**config.mk**
```make
export PLATFORM = sky130hd
export DESIGN_NAME = fault_inj_sram
export DESIGN_NICKNAME = d
export VERILOG_FILES = /design/src/rtl/fim_pkg.sv /design/src/rtl/fim_arm_ctrl.sv /design/src/rtl/fim_cell_effect.sv /design/src/rtl/fault_inj_sram.sv
export SDC_FILE = /design/constraint.sdc
export NUM_CORES = 1
export LEC_CHECK = 0
export ABC_AREA = 1
export ABC_CLOCK_PERIOD_IN_PS = 2500
export BUFFER_PORTS_ARGS = -buffer_cell sky130_fd_sc_hd__buf_2
export CAP_MARGIN = 10
export CORE_ASPECT_RATIO = 1.25
export CORE_UTILIZATION = 58
export CTS_BUF_LIST = sky130_fd_sc_hd__clkbuf_16
export DETAILED_ROUTE_END_ITERATION = 10
export PLACE_DENSITY = 0.78
export SLEW_MARGIN = 30
export SYNTH_ARGS = -nofsm -noshare
export SYNTH_HDL_FRONTEND = slang
export SYNTH_SLANG_ARGS = --single-unit
```
**constraint.sdc**
```tcl
create_clock -name clk -period 2.5 [get_ports clk]
set_input_delay 0.25 -clock clk [delete_from_list [all_inputs] [get_ports clk]]
set_output_delay 0.25 -clock clk [all_outputs]
set_load 0.01 [all_outputs]
```
**src/rtl/fim_pkg.sv**
```systemverilog
package fim_pkg;

    typedef enum logic [2:0] {
        FT_STUCK          = 3'd0,
        FT_READ_FLIP      = 3'd1,
        FT_READ_LATE_FLIP = 3'd2,
        FT_WRITE_FLIP     = 3'd3,
        FT_READ_LIE       = 3'd4,
        FT_TRANS_BLOCK    = 3'd5,
        FT_DISTURB        = 3'd6,
        FT_NONE           = 3'd7
    } fault_kind_e;

    typedef enum logic {
        ARM_IDLE = 1'b0,
        ARM_LIVE = 1'b1
    } arm_state_e;

endpackage

```
**src/rtl/fim_arm_ctrl.sv**
```systemverilog
module fim_arm_ctrl
    import fim_pkg::*;
#(
    parameter int AW = 4,
    parameter int BW = 3
) (
    input  logic          clk,
    input  logic          rst_n,
    input  logic          load,
    input  logic          clear,
    input  logic [2:0]    kind_in,
    input  logic [AW-1:0] vaddr_in,
    input  logic [BW-1:0] vbit_in,
    input  logic [AW-1:0] aaddr_in,
    input  logic          pol_in,
    output logic          armed,
    output fault_kind_e   kind,
    output logic [AW-1:0] vaddr,
    output logic [BW-1:0] vbit,
    output logic [AW-1:0] aaddr,
    output logic          pol
);

    arm_state_e state_q, state_d;
    logic       capture;

    assign capture = load && !clear;

    // next-state logic
    always_comb begin
        state_d = state_q;
        unique case (state_q)
            ARM_IDLE: if (capture) state_d = ARM_LIVE;   // arm
            ARM_LIVE: if (clear)   state_d = ARM_IDLE;   // disarm (rearm keeps LIVE)
            default:               state_d = ARM_IDLE;
        endcase
    end

    // state register and captured configuration
    always_ff @(posedge clk or negedge rst_n) begin
        if (!rst_n) begin
            state_q <= ARM_IDLE;
            kind    <= FT_NONE;
            vaddr   <= '0;
            vbit    <= '0;
            aaddr   <= '0;
            pol     <= 1'b0;
        end else begin
            state_q <= state_d;
            if (capture) begin
                kind  <= fault_kind_e'(kind_in);
                vaddr <= vaddr_in;
                vbit  <= vbit_in;
                aaddr <= aaddr_in;
                pol   <= pol_in;
            end
        end
    end

    // outputs
    always_comb begin
        armed = (state_q == ARM_LIVE);
    end

    a_r3_clear_wins: assert property (@(posedge clk) disable iff (!rst_n)
        clear |=> !armed);

    a_r3_load_arms: assert property (@(posedge clk) disable iff (!rst_n)
        (load && !clear) |=> (armed && kind == fault_kind_e'($past(kind_in))));

endmodule

```
**src/rtl/fim_cell_effect.sv**
```systemverilog
module fim_cell_effect
    import fim_pkg::*;
#(
    parameter int WIDTH = 8,
    parameter int BW    = 3
) (
    input  logic             hit,
    input  logic             is_write,
    input  fault_kind_e      kind,
    input  logic [BW-1:0]    vbit,
    input  logic             pol,
    input  logic [WIDTH-1:0] old_word,
    input  logic [WIDTH-1:0] wdata,
    output logic [WIDTH-1:0] new_word,
    output logic [WIDTH-1:0] read_word
);

    logic old_b;
    logic wr_b;

    always_comb begin
        old_b     = old_word[vbit];
        wr_b      = wdata[vbit];
        new_word  = is_write ? wdata : old_word;
        read_word = old_word;
        if (hit) begin
            unique case (kind)
                FT_STUCK: begin
                    new_word[vbit]  = pol;
                    read_word[vbit] = pol;
                end
                FT_READ_FLIP: begin
                    if (!is_write) begin
                        new_word[vbit]  = ~old_b;
                        read_word[vbit] = ~old_b;
                    end
                end
                FT_READ_LATE_FLIP: begin
                    if (!is_write) new_word[vbit] = ~old_b;
                end
                FT_WRITE_FLIP: begin
                    if (is_write && (wr_b == old_b)) new_word[vbit] = ~old_b;
                end
                FT_READ_LIE: begin
                    if (!is_write) read_word[vbit] = ~old_b;
                end
                FT_TRANS_BLOCK: begin
                    if (is_write && (wr_b != old_b)) new_word[vbit] = old_b;
                end
                default: begin
                end
            endcase
        end
    end

endmodule

```
**src/rtl/fault_inj_sram.sv**
```systemverilog
module fault_inj_sram
    import fim_pkg::*;
#(
    parameter int DEPTH = 16,
    parameter int WIDTH = 8,
    localparam int AW   = $clog2(DEPTH),
    localparam int BW   = $clog2(WIDTH)
) (
    input  logic             clk,
    input  logic             rst_n,
    input  logic             mem_en,
    input  logic             mem_we,
    input  logic [AW-1:0]    mem_addr,
    input  logic [WIDTH-1:0] mem_wdata,
    output logic [WIDTH-1:0] mem_rdata,
    input  logic             cfg_load,
    input  logic             cfg_clear,
    input  logic [2:0]       cfg_kind,
    input  logic [AW-1:0]    cfg_victim_addr,
    input  logic [BW-1:0]    cfg_victim_bit,
    input  logic [AW-1:0]    cfg_aggr_addr,
    input  logic             cfg_polarity
);

    logic             armed;
    fault_kind_e      f_kind;
    logic [AW-1:0]    f_vaddr;
    logic [BW-1:0]    f_vbit;
    logic [AW-1:0]    f_aaddr;
    logic             f_pol;

    logic [WIDTH-1:0] mem_q [DEPTH];
    logic [WIDTH-1:0] mem_d [DEPTH];
    logic [WIDTH-1:0] cur_word;
    logic [WIDTH-1:0] new_word;
    logic [WIDTH-1:0] read_word;
    logic             victim_hit;
    logic             disturb_fire;
    logic             rd_req;

    fim_arm_ctrl #(.AW(AW), .BW(BW)) i_ctrl (
        .clk      (clk),
        .rst_n    (rst_n),
        .load     (cfg_load),
        .clear    (cfg_clear),
        .kind_in  (cfg_kind),
        .vaddr_in (cfg_victim_addr),
        .vbit_in  (cfg_victim_bit),
        .aaddr_in (cfg_aggr_addr),
        .pol_in   (cfg_polarity),
        .armed    (armed),
        .kind     (f_kind),
        .vaddr    (f_vaddr),
        .vbit     (f_vbit),
        .aaddr    (f_aaddr),
        .pol      (f_pol)
    );

    assign cur_word     = mem_q[mem_addr];
    assign rd_req       = mem_en && !mem_we;
    assign victim_hit   = armed && (mem_addr == f_vaddr);
    assign disturb_fire = mem_en && armed && (f_kind == FT_DISTURB) && (mem_addr == f_aaddr);

    fim_cell_effect #(.WIDTH(WIDTH), .BW(BW)) i_effect (
        .hit       (victim_hit),
        .is_write  (mem_we),
        .kind      (f_kind),
        .vbit      (f_vbit),
        .pol       (f_pol),
        .old_word  (cur_word),
        .wdata     (mem_wdata),
        .new_word  (new_word),
        .read_word (read_word)
    );

    // next contents of every word
    always_comb begin
        for (int i = 0; i < DEPTH; i++) begin
            mem_d[i] = mem_q[i];
            if (mem_en && (mem_addr == AW'(i))) mem_d[i] = new_word;
            if (disturb_fire && (f_vaddr == AW'(i))) mem_d[i][f_vbit] = ~mem_d[i][f_vbit];
        end
    end

    always_ff @(posedge clk or negedge rst_n) begin
        if (!rst_n) begin
            for (int i = 0; i < DEPTH; i++) mem_q[i] <= '0;
            mem_rdata <= '0;
        end else begin
            for (int i = 0; i < DEPTH; i++) mem_q[i] <= mem_d[i];
            if (rd_req) mem_rdata <= read_word;
        end
    end

    a_r2_rdata_hold: assert property (@(posedge clk) disable iff (!rst_n)
        !rd_req |=> $stable(mem_rdata));

    a_r4_stuck_read: assert property (@(posedge clk) disable iff (!rst_n)
        (rd_req && victim_hit && f_kind == FT_STUCK)
        |=> mem_rdata[$past(f_vbit)] == $past(f_pol));

    a_r5_flip_returns_inverse: assert property (@(posedge clk) disable iff (!rst_n)
        (rd_req && victim_hit && f_kind == FT_READ_FLIP)
        |=> mem_rdata[$past(f_vbit)] != $past(cur_word[f_vbit]));

    a_r8_lie_keeps_cell: assert property (@(posedge clk) disable iff (!rst_n)
        (rd_req && victim_hit && f_kind == FT_READ_LIE)
        |=> mem_q[$past(mem_addr)] == $past(cur_word));

endmodule

```
Yosys cells after proc, flatten, opt, wreduce, memory -nomap -nowiden:

Cells that the tools add are included.
Widths: inputs -> output; s select.

* flip-flop bits (word level): 152
* bits of input ports: 33
* output and inout bits: 8
* logic and storage cells: 239

* $lt $le $gt $ge: 3
* equality and inequality tests: 40
* multiplexer cells: 106
* bitwise operators: 19
* reductions and logical operators: 48

Operator list (number)
* $mux 8: 41
* $bwmux 8: 21
* $eq 4x4->1 const B: 16
* $bmux 1 s3: 18
* $logic_and 1x1->1: 41
* $bmux 8 s4: 1
* $eq 4x3->1 const B: 8
* $pmux 8 s4: 1
* $mux 1: 21
* $not 1->1: 18
* $eq 4x2->1 const B: 4
* $pmux 8 s2: 1
* $eq 3x3->1 const B: 3
* $eq 4x1->1 const B: 2
* $eq 4x4->1: 2
* $logic_not 4->1: 2
* $eq 3x2->1 const B: 2
* $ge 5x5->1 const B: 1
* $not 4->5: 1
* $lt 3x4->1 const B: 1
* $reduce_or 2->1: 2
* $demux 1 s3: 1
* $eq 3x1->1 const B: 1
* $ge 3x1->1 const B: 1
* 5 further kinds: 6

Logic depth before layout (Yosys ltp):

* depth in word-level cells: 17
* mapped depth: 28
* mapped depth without buffers: 25

Modules after synthesis:

From an unflattened synthesis, not the netlist that was laid out.

* cells, all modules: 2467
* area, all modules: 13798.2 µm²

By module, submodules not included
* fault_inj_sram: instances 1, cells an instance 2115, area an instance 11802.6 µm², sequential area each 3403.3 µm²
* fim_cell_effect: instances 1, cells an instance 283, area an instance 1328.8 µm², sequential area each 0.0 µm²
* fim_arm_ctrl: instances 1, cells an instance 69, area an instance 666.9 µm², sequential area each 404.1 µm²

Least setup slack after synthesis:

Ideal clock, no wire load.

* path kind: input to register
* start: input port mem_addr[0]
* end: register mem_q[54] (netlist bit)
* setup time: 0.117 ns
* data arrival time: 2.329 ns
* required time: 2.383 ns
* setup slack: 0.054 ns
* cell stages on the path: 18
* path buffers: 4
* cell sequence: buf_6 > inv_2 > buf_2 > o21ai_1 > nor4_4 > nand2_2 > buf_6 > nor2_1 > nand2_1 > nor2_1 > nand2_2 > buf_6 > nand3_2 > nand2_1 > nand2_1 > nand2_1 > nand2_1 > nand2_1

RTL lines
* start, declared: RTL line fault_inj_sram.sv:13 `input logic [AW-1:0] mem_addr,`
* end, declared: RTL line fault_inj_sram.sv:32 `logic [WIDTH-1:0] mem_q [DEPTH];`

==> impl_metrics.py <==
metrics = {
    "sta": {
        "skew_ns": 0.0204,
        "setup_slack_ns": -0.270,
        "finalSetupTns_ns": -23.10,
        "fin_hold_ws_ns": 0.0413,
        "setup_viol": 128,
        "slew_headroom_pct": 56.9,
        "period_needed_ns": 2.77,
        "worst_slew_pin_slew_ns": 0.644,
        "timing.fmax_ghz": 0.361,
        "finalHoldViolations": 0,
        "fin_crit_sh_pct": 111,
        "slew_violations": 0,
        "rsz0062_at_grt": "true",
    },
    "power_and_ir_drop": {
        "p_total_mw": 10.5,
        "seqPwrFrac_pct": 31.6,
        "comb_power_share_pct": 42.6,
        "p_per_area_nw_per_um2": 614,
        "power_switching_mw": 4.53,
        "p_int_mw": 5.98,
        "p_sw_share_pct": 43.1,
        "max-vdd-ir-drop_v": 0.000506,
        "clkPwrFrac_pct": 25.8,
        "power.leakage_nw": 8.94,
    },
    "critical_path": {
        "critical_path_arrival_ns": 3.10,
        "cp-end-kind": "flip-flop",
        "worst_ep_required_time_ns": 2.83,
        "cp-start-kind": "flip-flop",
        "crit_type": "reg -> reg",
        "crit_fanout": 8,
    },
    "drt": {
        "first_pass_iters": 8,
        "route.detailed.drc": 0,
        "wirelength_um": 57300,
        "vias": 16600,
        "drtIter0Drc": 2408,
        "viasPerCell": 6.17,
        "ant_nets": 0,
        "routedWlPerCell_um": 21.2,
    },
    "cts": {
        "clk_latency_ns": 0.46,
        "cts_max_path_buffers": 2,
        "clock_sinks": 152,
        "cts_tree": "done",
        "cts_buffers": 17,
        "cts_max_level": 4,
        "path_clk_slew_ns": 0.08,
        "clock-root-buffer": "clkbuf_16",
    },
    "synthesis": {
        "syn_area_sq_um": 12800,
        "synth_top_family_by_area": "simple AND/OR/NAND/NOR gates",
        "synthMuxAreaShare_pct": 0.439,
        "avgSynthCellArea_sq_um": 5.89,
        "yosys.area_share.adder_pct": 0,
        "syn_inst": 2177,
        "synth_top_area_share_pct": 37.5,
        "synth.net_count": 2210,
        "synth_area_leaders": "nand2_1 37%, dfrtp_1 29%, nand3_1 8.6%",
        "yosysWarnings": 0,
        "synth_xor_area_share_pct": 0.0683,
        "synthSimpleGateAreaFrac_pct": 59.1,
        "synth_top_area_cell": "nand2_1",
        "synth_seq_cells": 152,
        "synth_compound_area_share_pct": 3.89,
        "yosysUniqueCellTypes": 38,
        "ys_seq_area_share_pct": 29.7,
    },
    "global_routing": {
        "grt_pass1_wl_um": 85000,
        "grt_start_max_net_pins": 59,
        "gr-usage-all-layers_pct": 49.7,
        "grt_pass1_vias": 15300,
        "grt_overflow": 0,
        "antenna_found_initial": 0,
    },
    "floorplanning": {
        "io_pins": 41,
        "fp-row-count": 60,
        "dieArea_sq_um": 22700,
        "start_util_pct": 59.3,
        "core_sq_um": 21600,
        "die_x_um": 135,
        "die_h_um": 168,
    },
    "placement": {
        "dp_hpwl_um": 37700,
        "routabilityCongestion": 1.06,
        "dpl_worst_slack_ns": -0.662,
        "io_buffers": 40,
    },
    "worst_hold_path": {
        "worstHoldPathType": "in -> reg",
    },
    "outcome": {
        "violations": "negative setup slack",
        "outcome": "complete, but fails checks",
    },
    "flow_run": {
        "maxCapViolCount": 0,
    },
    "cells_and_area": {
        "drive_gt1_share_pct": 29.0,
        "n_antenna_cell": 0,
        "final_util_pct": 79.2,
        "area_growth_pct": 33.5,
        "fill_cells": 1585,
        "nets": 2437,
    },
}
## synthesized netlist by cell type (all sizes together)
master	instances
nand2	1293
nand3	303
dfrtp	149
nor2	98
inv	97
buf	49
a21oi	46
o21ai	38
clkbuf	31
nor3	26
nand4	19
clkinv	7
mux2	5
o22ai	4
dfstp	3
or2	2
a21boi	1
a22oi	1
nor4	1
o2111a	1
o211ai	1
o221ai	1
xor2	1
## cell families after synthesis
kind of cell / after synthesis
AND/OR/NAND/NOR: 1742
multiplexers: 5
flip-flops: 152
XOR/XNOR: 1
AO/OA/AOI/OAI: 93
buffers and inverters: 184
## final timing paths
kind / from / end / slack [ns] / depth (start not counted)
worst max-delay path: mem_q[29]$_DFF_PN0_ / mem_q[12]$_DFF_PN0_ / -0.27 / 20
worst min-delay path: cfg_aggr_addr[1] / i_ctrl.aaddr[1]$_DFFE_PN0P_ / 0.04 / 2
worst max register to register: mem_q[29]$_DFF_PN0_ / mem_q[12]$_DFF_PN0_ / -0.27 / 20
worst min register to register: mem_rdata[4]$_DFFE_PN0P_ / mem_rdata[4]$_DFFE_PN0P_ / 0.53 / 2
max in group asynchronous: rst_n / i_ctrl.kind[1]$_DFFE_PN1P_ / 1.46 / 3
min in group asynchronous: rst_n / mem_q[23]$_DFF_PN0_ / 0.29 / 2
## registers in the layout, indices dropped and copies added (netlist names)
signal,flops
i_ctrl.aaddr,4
i_ctrl.armed,1
i_ctrl.kind,3
i_ctrl.pol,1
i_ctrl.vaddr,4
i_ctrl.vbit,3
mem_q,128
mem_rdata,8
## per-stage QoR
| stage | std cells | cell area (sq um) |
|---|---|---|
| final | 2696 | 17100 |
| after CTS | 2677 | 16100 |
| after detailed placement | 2628 | 14800 |
| after global placement | 2628 | 14800 |
| after floorplan | 2177 | 12800 |
| after global routing | 2696 | 17100 |
## critical path, stage by stage (launching register included)
cell     delay, ns
dfrtp_2       0.47
nand2_1       0.09
nand4_1       0.16
nand2_1       0.11
nand2_1       0.09
o21ai_2       0.18
nand2_2       0.09
nor2_4        0.12
nand2_4       0.12
buf_4         0.16
o21ai_0       0.13
nor2_1        0.07
nor2_2        0.19
nand2_4       0.12
buf_12        0.19
nand3_4       0.08
nand2_2       0.07
nand2_1       0.06
nand2_1       0.05
nand2_1       0.05
nand2_1       0.05
## power groups by stage
stage,Sequential [mW],Combinational [mW],Clock [mW]
2_1_floorplan,3.19,2.38,0
3_3_place_gp,3.32,3.59,0
3_5_place_dp,3.31,3.72,0
4_1_cts,3.28,3.94,2.67
5_1_grt,3.35,4.86,2.78
6_report,3.32,4.48,2.71
## layer usage
| layer | vias up | global-route usage, % | share of wire [%] |
|---|---|---|---|
| met4 | 2 | 36.8 | 9.7 |
| met2 | 1332 | 74.3 | 43 |
| li1 | 7368 | - | - |
| met1 | 7487 | 61.2 | 34 |
| met3 | 439 | 13.5 | 14 |
| met5 | - | 0 | 0.075 |
## timing repair
action                                  4_1_cts  5_1_grt
pin swaps                                    36       85
endpoints found under the setup margin      128      130
gates resized for setup                     137      230
hold buffers                                  2        0
endpoints found under the hold margin        42        0
buffers inserted                             13       17
gates cloned                                  2        2
## cell type report
type | instances | area (sq um) | area share [%]
Tap cell | 279 | 349 | 2.04
Clock buffer | 17 | 425 | 2.48
Clock inverter | 15 | 144 | 0.840
Timing Repair Buffer | 287 | 2540 | 14.8
Inverter | 104 | 400 | 2.34
Multi-Input combinational cell | 1842 | 9460 | 55.2
Sequential cell | 152 | 3810 | 22.3
## cell usage in the layout (no fill, tap or decap), types with 12 or more instances in the layout
| master | Yosys | layout |
|---|---|---|
| a21oi_1 | 46 | 42 |
| buf_12 | 0 | 26 |
| buf_2 | 21 | 39 |
| buf_4 | 8 | 194 |
| buf_6 | 17 | 21 |
| clkbuf_16 | 0 | 19 |
| dfrtp_1 | 149 | 146 |
| inv_1 | 90 | 89 |
| nand2_1 | 1280 | 1120 |
| nand2_2 | 11 | 151 |
| nand2_4 | 1 | 20 |
| nand3_1 | 221 | 168 |
| nand3_2 | 81 | 82 |
| nand3_4 | 1 | 53 |
| nand4_1 | 19 | 19 |
| nor2_1 | 85 | 75 |
| nor2_2 | 12 | 18 |
| nor3_1 | 16 | 12 |
| nor3_2 | 10 | 14 |
| o21ai_0 | 32 | 23 |
(Power assumes the default switching activity.)
